File: src/rtl/bfu_pkg.sv
// Shared types for the decimal adjust / flag operation unit.
// Assumes a four-flag machine with flags ordered {Z, N, H, C}.
package bfu_pkg;

    // Operation selected by the decoder
    typedef enum logic [2:0] {
        BFU_NONE = 3'd0,
        BFU_DAA  = 3'd1,
        BFU_CPL  = 3'd2,
        BFU_SCF  = 3'd3,
        BFU_CCF  = 3'd4
    } bfu_op_e;

    // Condition flags in their architectural order
    typedef struct packed {
        logic z;
        logic n;
        logic h;
        logic c;
    } bfu_flags_t;

    // Write-mask encodings, same {Z, N, H, C} order
    localparam logic [3:0] MASK_DAA  = 4'b1011;
    localparam logic [3:0] MASK_CPL  = 4'b0110;
    localparam logic [3:0] MASK_CARRY = 4'b0111;
    localparam logic [3:0] MASK_NONE = 4'b0000;

endpackage

File: src/rtl/bfu_decode.sv
// Opcode decoder: maps an 8-bit opcode onto one of the four handled
// operations, or BFU_NONE. Assumes the four opcode parameters differ.
module bfu_decode
    import bfu_pkg::*;
#(
    parameter int          OP_W    = 8,
    parameter logic [7:0]  OPC_DAA = 8'h27,
    parameter logic [7:0]  OPC_CPL = 8'h2F,
    parameter logic [7:0]  OPC_SCF = 8'h37,
    parameter logic [7:0]  OPC_CCF = 8'h3F
) (
    input  logic [OP_W-1:0] opcode,
    output bfu_op_e         op_kind
);

    // Compare the opcode against each handled value
    always_comb begin
        if (opcode == OPC_DAA[OP_W-1:0])      op_kind = BFU_DAA;
        else if (opcode == OPC_CPL[OP_W-1:0]) op_kind = BFU_CPL;
        else if (opcode == OPC_SCF[OP_W-1:0]) op_kind = BFU_SCF;
        else if (opcode == OPC_CCF[OP_W-1:0]) op_kind = BFU_CCF;
        else                                  op_kind = BFU_NONE;
    end

endmodule

File: src/rtl/bfu_daa.sv
// Decimal adjust datapath. Builds a correction byte from the flags and
// the uncorrected accumulator, then applies it through a single adder
// (negated when the subtract flag is set). Assumes an 8-bit accumulator
// made of two 4-bit digits; arithmetic wraps modulo 2^ACC_W.
module bfu_daa
    import bfu_pkg::*;
#(
    parameter int ACC_W = 8
) (
    input  logic [ACC_W-1:0] acc_in,
    input  bfu_flags_t       flg_in,
    output logic [ACC_W-1:0] acc_out,
    output bfu_flags_t       flg_out
);

    localparam int DIG_W = ACC_W / 2;
    localparam logic [ACC_W-1:0] HI_LIMIT = ACC_W'(8'h99);
    localparam logic [DIG_W-1:0] LO_LIMIT = DIG_W'(9);
    localparam logic [ACC_W-1:0] FIX_LO   = ACC_W'(8'h06);
    localparam logic [ACC_W-1:0] FIX_HI   = ACC_W'(8'h60);

    logic             need_hi;
    logic             need_lo;
    logic [ACC_W-1:0] fix;
    logic [ACC_W-1:0] fix_signed;

    // Decide which digit corrections apply, based on direction
    always_comb begin
        if (flg_in.n) begin
            need_hi = flg_in.c;
            need_lo = flg_in.h;
        end else begin
            need_hi = flg_in.c || (acc_in > HI_LIMIT);
            need_lo = flg_in.h || (acc_in[DIG_W-1:0] > LO_LIMIT);
        end
    end

    // Form the correction byte and negate it for the subtract direction
    always_comb begin
        fix        = (need_hi ? FIX_HI : '0) | (need_lo ? FIX_LO : '0);
        fix_signed = flg_in.n ? (~fix + ACC_W'(1)) : fix;
    end

    // Apply the correction and derive the resulting flags
    always_comb begin
        acc_out   = acc_in + fix_signed;
        flg_out.z = (acc_out == '0);
        flg_out.n = flg_in.n;
        flg_out.h = 1'b0;
        flg_out.c = flg_in.n ? flg_in.c : need_hi;
    end

endmodule

File: src/rtl/bfu_flagops.sv
// Flag-only and complement operations: accumulator inversion, carry set,
// carry inversion. Any other selector passes accumulator and flags through.
module bfu_flagops
    import bfu_pkg::*;
#(
    parameter int ACC_W = 8
) (
    input  bfu_op_e          op_kind,
    input  logic [ACC_W-1:0] acc_in,
    input  bfu_flags_t       flg_in,
    output logic [ACC_W-1:0] acc_out,
    output bfu_flags_t       flg_out
);

    // Apply the per-operation flag rules; Z is never touched here
    always_comb begin
        acc_out = acc_in;
        flg_out = flg_in;
        case (op_kind)
            BFU_CPL: begin
                acc_out   = ~acc_in;
                flg_out.n = 1'b1;
                flg_out.h = 1'b1;
            end
            BFU_SCF: begin
                flg_out.n = 1'b0;
                flg_out.h = 1'b0;
                flg_out.c = 1'b1;
            end
            BFU_CCF: begin
                flg_out.n = 1'b0;
                flg_out.h = 1'b0;
                flg_out.c = ~flg_in.c;
            end
            default: ;
        endcase
    end

endmodule

File: src/rtl/bcdflag_unit.sv
// Top level of the decimal adjust / flag operation unit.
// Decodes the opcode, computes both datapaths, selects one result and
// registers it on op_valid. Results hold until the next op_valid.
// Assumes inputs are stable across the capturing clock edge.
module bcdflag_unit
    import bfu_pkg::*;
#(
    parameter int          ACC_W   = 8,
    parameter int          OP_W    = 8,
    parameter int          NFLAG   = 4,
    parameter logic [7:0]  OPC_DAA = 8'h27,
    parameter logic [7:0]  OPC_CPL = 8'h2F,
    parameter logic [7:0]  OPC_SCF = 8'h37,
    parameter logic [7:0]  OPC_CCF = 8'h3F
) (
    input  logic             clk,
    input  logic             rst_n,
    input  logic             op_valid,
    input  logic [OP_W-1:0]  opcode,
    input  logic [ACC_W-1:0] acc_in,
    input  logic [NFLAG-1:0] flags_in,
    output logic [ACC_W-1:0] acc_out,
    output logic [2*NFLAG-1:0] flags_out,
    output logic [NFLAG-1:0] flag_wmask,
    output logic             done,
    output logic             unhandled
);

    localparam int FB_W = 2 * NFLAG;

    bfu_op_e          op_kind;
    bfu_flags_t       flg_cur;
    bfu_flags_t       flg_daa;
    bfu_flags_t       flg_misc;
    bfu_flags_t       flg_sel;
    logic [ACC_W-1:0] acc_daa;
    logic [ACC_W-1:0] acc_misc;
    logic [ACC_W-1:0] acc_sel;
    logic [NFLAG-1:0] mask_sel;
    logic [FB_W-1:0]  flags_packed;

    assign flg_cur = bfu_flags_t'(flags_in);

    bfu_decode #(
        .OP_W    (OP_W),
        .OPC_DAA (OPC_DAA),
        .OPC_CPL (OPC_CPL),
        .OPC_SCF (OPC_SCF),
        .OPC_CCF (OPC_CCF)
    ) u_decode (
        .opcode  (opcode),
        .op_kind (op_kind)
    );

    bfu_daa #(.ACC_W(ACC_W)) u_daa (
        .acc_in  (acc_in),
        .flg_in  (flg_cur),
        .acc_out (acc_daa),
        .flg_out (flg_daa)
    );

    bfu_flagops #(.ACC_W(ACC_W)) u_flagops (
        .op_kind (op_kind),
        .acc_in  (acc_in),
        .flg_in  (flg_cur),
        .acc_out (acc_misc),
        .flg_out (flg_misc)
    );

    // Select the result of the decoded operation and its write mask
    always_comb begin
        case (op_kind)
            BFU_DAA: begin
                acc_sel  = acc_daa;
                flg_sel  = flg_daa;
                mask_sel = MASK_DAA;
            end
            BFU_CPL: begin
                acc_sel  = acc_misc;
                flg_sel  = flg_misc;
                mask_sel = MASK_CPL;
            end
            BFU_SCF, BFU_CCF: begin
                acc_sel  = acc_misc;
                flg_sel  = flg_misc;
                mask_sel = MASK_CARRY;
            end
            default: begin
                acc_sel  = acc_in;
                flg_sel  = flg_cur;
                mask_sel = MASK_NONE;
            end
        endcase
    end

    // Pack flags into the upper half of the flag byte, lower half zero
    generate
        for (genvar i = 0; i < FB_W; i++) begin : g_pack
            if (i >= NFLAG) begin : g_hi
                assign flags_packed[i] = flg_sel[i-NFLAG];
            end else begin : g_lo
                assign flags_packed[i] = 1'b0;
            end
        end
    endgenerate

    // Register results on a request; hold them otherwise
    always_ff @(posedge clk) begin
        if (!rst_n) begin
            acc_out    <= '0;
            flags_out  <= '0;
            flag_wmask <= '0;
            done       <= 1'b0;
            unhandled  <= 1'b0;
        end else begin
            done <= op_valid;
            if (op_valid) begin
                acc_out    <= acc_sel;
                flags_out  <= flags_packed;
                flag_wmask <= mask_sel;
                unhandled  <= (op_kind == BFU_NONE);
            end
        end
    end

endmodule

File: config.mk
export PLATFORM = sky130hd
export DESIGN_NAME = bcdflag_unit
export DESIGN_NICKNAME = d
export VERILOG_FILES = /design/src/rtl/bfu_pkg.sv /design/src/rtl/bfu_decode.sv /design/src/rtl/bfu_daa.sv /design/src/rtl/bfu_flagops.sv /design/src/rtl/bcdflag_unit.sv
export SDC_FILE = /design/constraint.sdc
export NUM_CORES = 1
export LEC_CHECK = 0
export ABC_AREA = 1
export ABC_CLOCK_PERIOD_IN_PS = 4900
export BUFFER_PORTS_ARGS = -buffer_cell sky130_fd_sc_hd__buf_2
export CORE_ASPECT_RATIO = 1.75
export CORE_UTILIZATION = 55
export DETAILED_ROUTE_END_ITERATION = 8
export PLACE_DENSITY = 0.85
export SYNTH_ARGS = -nofsm -noshare
export SYNTH_HDL_FRONTEND = slang
export SYNTH_SLANG_ARGS = --single-unit
File: constraint.sdc
create_clock -name clk -period 4.9 [get_ports clk]
set_input_delay 0.98 -clock clk [delete_from_list [all_inputs] [get_ports clk]]
set_output_delay 0.98 -clock clk [all_outputs]
set_load 0.01 [all_outputs]
# --- Word-level counts from Yosys, hierarchy flattened ---
# Index checks and enable logic that the tools add are counted.
classes:
  n_addsub: 2
  n_lt_le_gt_ge: 2
  eq_ne: 8
  muxes: 16
  n_bitwise: 4
  n_reduce_logical: 6
op_table:
  columns: ["cell", "n"]
  rows:
  - ["8-bit by 6-bit == test with 1-bit output, second input constant", 4]
  - ["8-bit 2-to-1 mux", 2]
  - ["8-bit inverter", 2]
  - ["8-bit case mux with 2 select lines", 1]
  - ["3-bit 2-to-1 mux", 5]
  - ["4-bit case mux with 3 select lines", 1]
  - ["8-bit by 1-bit adder with 8-bit output, second input constant", 1]
  - ["8-bit adder", 1]
  - ["8-bit > comparator, second input constant", 1]
  - ["8-bit logical NOT", 1]
  - ["8-bit bitwise OR", 1]
  - ["4-bit case mux with 2 select lines", 1]
  - ["7-bit 2-to-1 mux", 1]
  - ["3-bit by 2-bit == test with 1-bit output, second input constant", 2]
  - ["4-bit > comparator, second input constant", 1]
  - ["2-bit case mux with 2 select lines", 1]
  - ["3-bit by 1-bit == test with 1-bit output, second input constant", 1]
  - ["3-bit == test, second input constant", 1]
  - ["3-bit logical NOT", 1]
  - ["1-bit 2-to-1 mux", 3]
  - ["3-bit OR reduction", 1]
  - ["1-bit logical OR", 2]
  - ["1-bit case mux with 2 select lines", 1]
  - ["2-bit OR reduction", 1]
  - ["1-bit inverter", 1]
word_totals:
  reg_bits: 18
  wordCells: 43

# --- Logic depth before layout (Yosys ltp) ---
depth:
  ltp_word: 11
  mapped_depth: 20
  depth_no_buf: 20

# --- Cells and area by module ---
# Synthesis repeated with hierarchy kept, for this count alone.
unflattened:
  cells_unflattened: 303
  area_unflattened_um2: 1752.9
by_module_without_submodules:
  columns: ["module", "instances", "cells_each", "area_per_inst_um2"]
  rows:
  - ["bcdflag_unit", 1, 141, 963.4]
  - ["bfu_daa", 1, 90, 479.2]
  - ["bfu_flagops", 1, 52, 222.7]
  - ["bfu_decode", 1, 20, 87.6]

# --- Least setup slack after synthesis ---
# No wires, ideal clock.
synth_path:
  path_kind: "input port to flip-flop"
  start: "input port acc_in[2]"
  end: "register flags_out[7]"
  arrival_time_ns: 2.625
  path_slack_ns: 2.163
  stages: 20
  path_cell_list: "o21ai_0 -> o21ai_0 -> nand2_1 -> nand2_1 -> inv_1 -> ha_1 -> nand2_1 -> nand2_1 -> inv_1 -> ha_1 -> nand2_1 -> inv_1 -> nand2_1 -> nand3_1 -> nand2_1 -> nand2_1 -> nand2_1 -> nand2_1 -> nand2_1 -> nand2_1"
synth_between:
  elab_chain_cells: 11
  word_cells_on_any_way: 15
  cone_classes: "add/sub (2); order compare (2); mux (6); bitwise (2); reduce/logical (3)"
synth_rtl:
  columns: ["element", "line", "rtl"]
  rows:
  - ["start, declared", "bcdflag_unit.sv:20", "input logic [ACC_W-1:0] acc_in,"]
  - ["8-bit > comparator or 4-bit > comparator (tied branches)", "bfu_daa.sv:33, bfu_daa.sv:34", null]
  - ["1-bit logical OR, on equally long branches", "bfu_daa.sv:33, bfu_daa.sv:34", null]
  - ["1-bit 2-to-1 mux", "bfu_daa.sv:29", "if (flg_in.n) begin"]
  - ["7-bit 2-to-1 mux or 3-bit 2-to-1 mux (tied branches)", "bfu_daa.sv:40", "fix = (need_hi ? FIX_HI : '0) | (need_lo ? FIX_LO : '0);"]
  - ["8-bit bitwise OR", "bfu_daa.sv:40", null]
  - ["8-bit inverter", "bfu_daa.sv:41", "fix_signed = flg_in.n ? (~fix + ACC_W'(1)) : fix;"]
  - ["8-bit by 1-bit adder with 8-bit output", "bfu_daa.sv:41", null]
  - ["8-bit 2-to-1 mux", "bfu_daa.sv:41", null]
  - ["8-bit adder (*)", "bfu_daa.sv:46", "acc_out = acc_in + fix_signed;"]
  - ["8-bit logical NOT (*)", "bfu_daa.sv:47", "flg_out.z = (acc_out == '0);"]
  - ["4-bit case mux with 2 select lines (*)", "bcdflag_unit.sv:72", "case (op_kind)"]
  - ["end signal, assigned", "bcdflag_unit.sv:119", "flags_out <= flags_packed;"]
  - ["end, declared", "bcdflag_unit.sv:23", "output logic [2*NFLAG-1:0] flags_out,"]
# Every way passes the cells marked *; elsewhere a longest branch is shown, timed or not.
# A chain may end at the register's enable or synchronous reset.

# --- Worst setup path in the final report ---
# Ends and elaborated chain as after synthesis.

==> flow_metrics.py <==
metrics = {
    "outcome": {
        "run_status": "complete, no violations",
    },
    "place": {
        "preCtsSetupSlack_ns": 1.70,
        "finalWeightedCongestion": 0.869,
        "port_buffers": 40,
        "dpl.hpwl_um": 2940,
    },
    "critical_path": {
        "worst_reg_to_reg_setup_slack_ns": 4.19,
        "worstSetupPathType": "input port to flip-flop",
        "worst_setup_path_end_kind": "flip-flop",
        "worstPathMaxFanout": 6,
        "timing.critical_path.from_type": "input port",
        "cp_data_arrival_time_ns": 3.07,
        "required_time_worst_endpoint_ns": 5.06,
        "r2r_cells": 3,
    },
    "floorplan": {
        "starting_density_of_the_core_pct": 57.9,
        "die_width_um": 40.7,
        "ios": 45,
        "floorplan.die_area_sq_um": 2840,
        "floorplan.rows": 24,
        "floorplan.die.height_um": 69.8,
        "core_area_sq_um": 2490,
    },
    "power": {
        "leakage_nw": 1.03,
        "ir_worst_vdd_uv": 94.0,
        "powerDensity_nw_per_um2": 229,
        "total_power_mw": 0.389,
    },
    "route": {
        "via_count": 1626,
        "drc": 0,
        "detailedRoute.firstIterationViolations": 45,
        "totalWireLength_um": 3480,
        "drt_via_density": 5.19,
        "ant_nets": 0,
        "drt_pre_antenna_iters": 4,
        "wl_per_cell_um": 11.1,
    },
    "clock_tree": {
        "root_buffer_cell": "sky130_fd_sc_hd__clkbuf_8",
        "clock_sinks": 18,
        "number_of_buffers_on_the_longest_clock_path": 2,
        "clk_pin_slew_worst_paths_ns": 0.07,
        "postCtsSetupBuffers": 0,
        "cts_tree": "done",
        "cts_buffers": 3,
        "clock_tree.htree_level_count": 1,
        "cts-resized-gates": 0,
        "insertion_delay_ns": 0.25,
        "cts_hold_repair.buffers": 0,
    },
    "synth": {
        "seq_area_frac_synth_pct": 25.0,
        "synth.avg_cell_area_sq_um": 5.86,
        "register_bit_total_from_synthesis": 18,
        "postSynthCellCount": 246,
        "synthDistinctLibCells": 26,
        "synthesis.area_sq_um": 1440,
        "post_synth_xor_area_fraction_pct": 0.607,
        "muxShareOfSynthArea_pct": 0,
        "synth-adder-area-share_pct": 8.33,
        "synth-warning-count": 0,
        "synth-simple-area-share_pct": 37.0,
        "synth_top_family_by_area": "simple AND/OR/NAND/NOR gates",
        "synth-compound-area-share_pct": 13.1,
    },
    "final_layout": {
        "drive_above_1_share_pct": 18.8,
        "synthToLayoutAreaGrowth_pct": 18.0,
        "final_net_count": 320,
        "antennaDiodeCount": 0,
        "layout.cells.most_common_list": "sky130_fd_sc_hd__nand2_1 (70), sky130_fd_sc_hd__inv_1 (47), sky130_fd_sc_hd__buf_2 (40)",
        "final_common_cell": "sky130_fd_sc_hd__nand2_1",
        "postLayoutCoreUtil_pct": 68.3,
    },
    "global_route": {
        "via_count_of_the_first_global_routing_pass": 1516,
        "grt.overflow.total": 0,
        "antenna_found_initial": 0,
        "grt_start_max_net_pins": 21,
        "grt_pass1_wl_um": 5930,
        "gr-usage-all-layers_pct": 28.9,
    },
    "timing": {
        "final_setup_violation_count": 0,
        "finalCriticalPeriod_ns": 2.91,
        "timing.clock.skew_ns": 0,
        "setup-tns-final_ns": 0,
        "timing_max_transition_violations_final": 0,
        "final-hold-violation-count": 0,
        "achievable-frequency_mhz": 343,
        "layout_worst_path_cycle_share_pct": 59.5,
        "setup_repair_after_global_routing_missed_its_margin": "false",
        "postLayoutSetupSlackWorst_ns": 1.99,
    },
    "min_path": {
        "holdPathStages": 2,
        "min-delay-path-class": "flip-flop to flip-flop",
    },
    "job": {
        "timing.max_cap.violations": 0,
    },
}
## cell usage after synthesis
cell type	instances	share of area [%]
sky130_fd_sc_hd__o31ai_1	1	0.52
sky130_fd_sc_hd__inv_1	47	12
sky130_fd_sc_hd__nand2_2	2	0.87
sky130_fd_sc_hd__buf_4	4	2.1
sky130_fd_sc_hd__ha_1	8	6.9
sky130_fd_sc_hd__conb_1	1	0.26
sky130_fd_sc_hd__nor2_4	1	0.78
sky130_fd_sc_hd__clkbuf_1	1	0.26
sky130_fd_sc_hd__o21ai_0	21	7.3
sky130_fd_sc_hd__a21oi_1	7	2.4
sky130_fd_sc_hd__nand4_1	5	2.2
sky130_fd_sc_hd__nand3b_1	1	0.52
sky130_fd_sc_hd__fa_1	1	1.4
sky130_fd_sc_hd__nor3_1	1	0.35
sky130_fd_sc_hd__nand2_1	70	18
sky130_fd_sc_hd__buf_2	1	0.35
sky130_fd_sc_hd__nor2_2	3	1.3
sky130_fd_sc_hd__nor3_2	1	0.69
sky130_fd_sc_hd__inv_2	3	0.78
sky130_fd_sc_hd__a21o_1	1	0.52
sky130_fd_sc_hd__nand3_1	17	5.9
sky130_fd_sc_hd__xor2_1	1	0.61
sky130_fd_sc_hd__o21ai_1	5	1.7
sky130_fd_sc_hd__nor2_1	24	6.2
sky130_fd_sc_hd__dfxtp_1	18	25
sky130_fd_sc_hd__o221ai_1	1	0.61
## power by group
group | switching (mW) | internal (mW)
clock | 0.0475 | 0.0714
sequential | 0.00367 | 0.155
combinational | 0.0704 | 0.0414
## final timing paths
kind                         startpoint                    endpoint
max                           acc_in[2]   flags_out[7]$_SDFFE_PN0P_
min          flag_wmask[3]$_SDFFE_PN0P_  flag_wmask[3]$_SDFFE_PN0P_
max reg2reg     acc_out[3]$_SDFFE_PN0P_     acc_out[3]$_SDFFE_PN0P_
min reg2reg  flag_wmask[3]$_SDFFE_PN0P_  flag_wmask[3]$_SDFFE_PN0P_
## metal layers
metal | vias to the layer above | share of wire [%] | wire length [um] | track usage [%]
li1 | 839 | - | - | -
met1 | 726 | 37 | 1300 | 29.1
met4 | 0 | 3.0 | 106 | 12.2
met5 | - | 0 | 0 | 0
met3 | 11 | 3.7 | 130 | 3.21
met2 | 50 | 56 | 1940 | 52.9
## cells by family (layout without fill, tap and decap cells)
logic type / Yosys count / count (layout)
simple gates: 125 / 125
buf+inv: 56 / 94
other cells: 1 / 4
compound gates: 36 / 36
flops: 18 / 18
fa+ha+maj: 9 / 9
xor+xnor: 1 / 1
## area by class of cell
type,count,area (sq um)
Fill cell,250,790
Multi-Input combinational cell,175,867
Sequential cell,18,360
Clock buffer,4,55.1
Timing Repair Buffer,40,200
Tap cell,26,32.5
Inverter,50,188
## stage by stage
stage	hold WS (ns)	cell area (sq um)	instances
final	0.448	1700	313
after floorplan	0.475	1450	249
after detailed placement	0.434	1650	309
after CTS	0.450	1700	313
after global routing	0.497	1700	313
after global placement	0.434	1650	309
## critical path: stages
cell and delay [ns]:
sky130_fd_sc_hd__buf_2 0.14, sky130_fd_sc_hd__o21ai_0 0.12, sky130_fd_sc_hd__o21ai_0 0.17, sky130_fd_sc_hd__nand2_1 0.07, sky130_fd_sc_hd__nand2_1 0.09, sky130_fd_sc_hd__inv_1 0.07, sky130_fd_sc_hd__ha_1 0.27, sky130_fd_sc_hd__nand2_1 0.05
sky130_fd_sc_hd__nand2_1 0.06, sky130_fd_sc_hd__inv_1 0.04, sky130_fd_sc_hd__ha_1 0.34, sky130_fd_sc_hd__nand2_1 0.08, sky130_fd_sc_hd__inv_1 0.06, sky130_fd_sc_hd__nand3_1 0.09, sky130_fd_sc_hd__nand3_1 0.07, sky130_fd_sc_hd__nand2_1 0.07
sky130_fd_sc_hd__nand3_1 0.10, sky130_fd_sc_hd__nand2_1 0.09, sky130_fd_sc_hd__inv_1 0.04, sky130_fd_sc_hd__nand2_1 0.04, sky130_fd_sc_hd__nand2_1 0.04
## registers in the layout, indices dropped and copies added (netlist names)
signal      count
flag_wmask      4
unhandled       1
flags_out       4
done            1
acc_out         8
Note: power is estimated with default switching activity, not from simulation.
